**config.mk**
```make
export PLATFORM = sky130hd
export DESIGN_NAME = irq_arbiter
export DESIGN_NICKNAME = d
export VERILOG_FILES = /design/src/rtl/irq_pkg.sv /design/src/rtl/irq_ctrl_reg.sv /design/src/rtl/irq_prio.sv /design/src/rtl/irq_wake.sv /design/src/rtl/irq_arbiter.sv
export SDC_FILE = /design/constraint.sdc
export NUM_CORES = 1
export LEC_CHECK = 0
export ABC_AREA = 1
export BUFFER_PORTS_ARGS = -buffer_cell sky130_fd_sc_hd__buf_2
export CAP_MARGIN = 20
export CORE_AREA = 8 8 45 47
export CTS_CLUSTER_DIAMETER = 60
export DETAILED_ROUTE_END_ITERATION = 12
export DIE_AREA = 0 0 53 55
export PLACE_DENSITY = 0.79
export SLEW_MARGIN = 20
export SYNTH_ARGS = -nofsm -noshare
export SYNTH_HDL_FRONTEND = slang
export SYNTH_SLANG_ARGS = --single-unit
export TNS_END_PERCENT = 30
```
**constraint.sdc**
```tcl
create_clock -name clk_i -period 1.95 [get_ports clk_i]
set_input_delay 0.195 -clock clk_i [delete_from_list [all_inputs] [get_ports clk_i]]
set_output_delay 0.195 -clock clk_i [all_outputs]
set_load 0.01 [all_outputs]
```
**src/rtl/irq_pkg.sv**
```systemverilog
package irq_pkg;
  // control word field positions
  function automatic int gie_pos();
    return 0;
  endfunction
  function automatic int en_pos(int k);
    return 1 + k;
  endfunction
  function automatic int flag_pos(int n, int k);
    return 1 + n + k;
  endfunction
endpackage

```
**src/rtl/irq_ctrl_reg.sv**
```systemverilog
module irq_ctrl_reg #(
  parameter int N_SRC  = 3,
  parameter int DATA_W = 8,
  localparam int IW    = (N_SRC > 1) ? $clog2(N_SRC) : 1
) (
  input  logic              clk_i,
  input  logic              rst_ni,
  input  logic              wr_en_i,
  input  logic [DATA_W-1:0] wr_data_i,
  input  logic [N_SRC-1:0]  set_i,
  input  logic              take_i,
  input  logic [IW-1:0]     take_idx_i,
  output logic              gie_o,
  output logic [N_SRC-1:0]  en_o,
  output logic [N_SRC-1:0]  req_o
);
  import irq_pkg::*;

  logic             gie_q, gie_n;
  logic [N_SRC-1:0] en_q, en_n, req_q, req_n;

  always_comb begin
    gie_n = gie_q;
    en_n  = en_q;
    req_n = req_q;
    if (wr_en_i) begin
      gie_n = wr_data_i[gie_pos()];
      for (int k = 0; k < N_SRC; k++) begin
        en_n[k]  = wr_data_i[en_pos(k)];
        req_n[k] = wr_data_i[flag_pos(N_SRC, k)];
      end
    end
    if (take_i) begin
      gie_n = 1'b0;
      for (int k = 0; k < N_SRC; k++)
        if (take_idx_i == IW'(k)) req_n[k] = 1'b0;
    end
    // fresh pulse beats any clear
    req_n = req_n | set_i;
  end

  always_ff @(posedge clk_i or negedge rst_ni) begin
    if (!rst_ni) begin
      gie_q <= 1'b0;
      en_q  <= '0;
      req_q <= '0;
    end else begin
      gie_q <= gie_n;
      en_q  <= en_n;
      req_q <= req_n;
    end
  end

  assign gie_o = gie_q;
  assign en_o  = en_q;
  assign req_o = req_q;
endmodule

```
**src/rtl/irq_prio.sv**
```systemverilog
module irq_prio #(
  parameter int N_SRC = 3,
  localparam int IW   = (N_SRC > 1) ? $clog2(N_SRC) : 1
) (
  input  logic [N_SRC-1:0] cand_i,
  output logic             any_o,
  output logic [IW-1:0]    idx_o
);
  logic [N_SRC-1:0] grant;

  // lowest index wins
  for (genvar k = 0; k < N_SRC; k++) begin : g_grant
    if (k == 0) begin : g_first
      assign grant[k] = cand_i[k];
    end else begin : g_rest
      assign grant[k] = cand_i[k] & ~|cand_i[k-1:0];
    end
  end

  always_comb begin
    idx_o = '0;
    for (int k = 0; k < N_SRC; k++)
      if (grant[k]) idx_o = IW'(k);
  end

  assign any_o = |cand_i;
endmodule

```
**src/rtl/irq_wake.sv**
```systemverilog
module irq_wake (
  input  logic clk_i,
  input  logic rst_ni,
  input  logic pend_i,
  output logic wake_o
);
  logic prev_q;

  always_ff @(posedge clk_i or negedge rst_ni) begin
    if (!rst_ni) prev_q <= 1'b0;
    else         prev_q <= pend_i;
  end

  assign wake_o = pend_i & ~prev_q;
endmodule

```
**src/rtl/irq_arbiter.sv**
```systemverilog
module irq_arbiter #(
  parameter int N_SRC    = 3,
  parameter int DATA_W   = 8,
  parameter int VEC_W    = 11,
  parameter int VEC_BASE = 4,
  parameter int VEC_STEP = 4,
  localparam int IW      = (N_SRC > 1) ? $clog2(N_SRC) : 1,
  localparam int CTRL_W  = 1 + 2 * N_SRC
) (
  input  logic              clk_i,
  input  logic              rst_ni,
  input  logic [N_SRC-1:0]  src_pulse_i,
  input  logic              wr_en_i,
  input  logic [DATA_W-1:0] wr_data_i,
  output logic [DATA_W-1:0] ctrl_o,
  input  logic              stack_full_i,
  output logic              take_o,
  output logic [IW-1:0]     irq_id_o,
  output logic [VEC_W-1:0]  irq_vec_o,
  output logic              wake_o
);
  import irq_pkg::*;

  logic             gie;
  logic [N_SRC-1:0] en, req, cand;
  logic             any_pend;
  logic [IW-1:0]    win;

  irq_ctrl_reg #(.N_SRC(N_SRC), .DATA_W(DATA_W)) u_reg (
    .clk_i      (clk_i),
    .rst_ni     (rst_ni),
    .wr_en_i    (wr_en_i),
    .wr_data_i  (wr_data_i),
    .set_i      (src_pulse_i),
    .take_i     (take_o),
    .take_idx_i (win),
    .gie_o      (gie),
    .en_o       (en),
    .req_o      (req)
  );

  assign cand = en & req;

  irq_prio #(.N_SRC(N_SRC)) u_prio (
    .cand_i (cand),
    .any_o  (any_pend),
    .idx_o  (win)
  );

  irq_wake u_wake (
    .clk_i  (clk_i),
    .rst_ni (rst_ni),
    .pend_i (any_pend),
    .wake_o (wake_o)
  );

  assign take_o    = gie & any_pend & ~stack_full_i;
  assign irq_id_o  = win;
  assign irq_vec_o = take_o ? VEC_W'(VEC_BASE + VEC_STEP * int'(win)) : '0;

  always_comb begin
    ctrl_o = '0;
    ctrl_o[gie_pos()] = gie;
    for (int k = 0; k < N_SRC; k++) begin
      ctrl_o[en_pos(k)]          = en[k];
      ctrl_o[flag_pos(N_SRC, k)] = req[k];
    end
  end

  if (DATA_W > CTRL_W) begin : g_pad
    logic unused_wr_hi;
    assign unused_wr_hi = ^wr_data_i[DATA_W-1:CTRL_W];
  end
endmodule

```
==> metrics.csv <==
metric;value;unit
grt_antenna_before_repair;0;
p_per_area;691.8;mW/mm^2
gp_congestion;0.7964;
tns;0;ns
whs;0.1294;ns
dr.pass1.iters;4;
leakage;0.4190;nW
grt_pass1_vias;462;
cts_setup_buffers;0;
diodes;0;
io_pins;38;
worst_setup_path_end_kind;output pin;
design_area;634.4;sq um
core_area;0.001384;sq mm
worstPathArrival;1.27;ns
drc;0;
root_buffer;clkbuf_4;
area_growth;24.88;%
cap_violations;0;
cts_hold_buf;1;
syn_inst;71;
crit_path_start_kind;register;
min_period;1.462;ns
numPortBuffers;26;
drive_above_1_share;35.71;%
clkTransAtPathRegs;0.05;ns
cp_max_fo;4;
avgSynthCellArea;7.155;sq um
rows;14;
worstSetupPathType;reg2out;
tritoncts;built;
vias_per_cell;4.088;
fin_util;45.84;%
hp-class;in2reg;
dieArea;0.002915;sq mm
hold_viol_final;0;
via_count;466;
fin_ws;0.4877;ns
grt.total_usage;8.407;%
ir_worst_vdd;0.0003042;V
htreeDepth;1;
routedWlPerCell;11.14;um
die_h;55;um
yosys_warnings;0;
crit_start;u_reg.req_o[0];
rsz0062_at_grt;false;
setup_viol_count_final;0;
final_max_slew_viol_count;0;
max_freq;0.6838;GHz
status;finished, final reports clean;
r2r_start;u_reg.req_o[0];
nNetsFinal;115;
yosysSeqAreaShare;39.41;%
clock_path_buffers;2;
insertion_delay;0.25;ns
drt_iter0_drc;9;
wl;1.270;mm
cts-buffers-inserted;3;
hold_start;src_pulse_i[1];
grt_first_pass_wirelength;1.842;mm
syn-cell-area;508.0;sq um
post_synth_num_cell_types;14;
dp_slack;0.7735;ns
fp.dieW;53;um
layout_worst_path_cycle_share;74.99;%
clock_skew;0.0008325;ns
numClockSinks;8;
dp_hpwl;1.090;mm
initial_utilization;36.71;%
ys_ff_latch;8;
crit_required;1.75;ns
place_area;601.8;sq um
grt_max_degree;10;
postRouteAntennaNets;0;
overflow;0;
cts_resized;0;
==> cells in the final DEF (no fill, tap or decap), drive strengths merged <==
cell | netlist | layout
a21o | 1 | 1
a21oi | 2 | 2
buf | 12 | 26
clkbuf | 0 | 3
conb | 1 | 10
dfrtp | 8 | 8
dlygate4sd3 | 0 | 1
inv | 10 | 10
nand2 | 28 | 28
nand3 | 2 | 2
nor2 | 5 | 5
o21ai | 2 | 2
==> area by class of cell <==
class,count,area [sq um]
Clock buffer,3,22.52
Fill cell,159,749.5
Inverter,10,37.54
Multi-Input combinational cell,50,214.0
Sequential cell,8,200.2
Tap cell,16,20.02
Timing Repair Buffer,27,140.1
==> routing by layer <==
layer	vias to the layer above	GRT usage, %	routed length (um)
met5	-	0	0
met4	0	3.879	0
met3	0	3.209	129
met2	23	15.04	631
met1	199	8.488	509
li1	244	-	-
==> sequential cells by signal, indices dropped and copies added, names as in the netlist <==
register / count
u_wake.prev_q: 1
u_reg.en_o: 3
u_reg.gie_o: 1
u_reg.req_o: 3
==> final timing paths <==
kind,slack (ns),end,cells after the start
worst max-delay path,0.49,irq_vec_o[3],6
worst min-delay path,0.13,u_reg.req_o[1],3
worst max register to register,0.94,u_reg.req_o[1],5
worst min register to register,0.51,u_reg.en_o[2],2
max in group asynchronous,1.45,u_reg.en_o[1],2
min in group asynchronous,0.33,u_reg.en_o[0],2
==> through the flow <==
stage	cells	total power [mW]
floorplan	80	0.2862
detailed placement	110	0.3183
global route	114	0.4728
finish	114	0.4389
CTS	114	0.4485
global placement	110	0.3138
==> critical path, stage by stage (launching register included) <==
cell and delay (ns):
dfrtp_1 0.41, nand2_2 0.11, inv_1 0.05, a21oi_1 0.19
nand2_1 0.08, inv_1 0.05, buf_2 0.12
==> power breakdown <==
group,internal (mW),total [mW],switching [mW]
clock,0.0702,0.123,0.0526
combinational,0.0467,0.122,0.0751
sequential,0.182,0.194,0.0122
==> cell usage after synthesis <==
library cell	count	area share (%)
buf_4	12	18
inv_2	1	0.74
o21ai_1	2	2.0
nor2_2	1	1.2
nand3_1	1	0.98
dfrtp_1	8	39
nor2_1	4	3.0
inv_1	9	6.6
conb_1	1	0.74
nand2_1	25	18
nand2_2	3	3.7
a21o_1	1	1.5
nand3_2	1	2.0
a21oi_1	2	2.0
==> kinds of logic after synthesis <==
family                 Yosys count  synth area share, %
and+or+nand+nor                 35                29.31
buffers and inverters           22                25.12
DFF                              8                39.41
AOI/OAI and AO/OA                5                5.419
other                            1               0.7382
(Power assumes the default switching activity.)
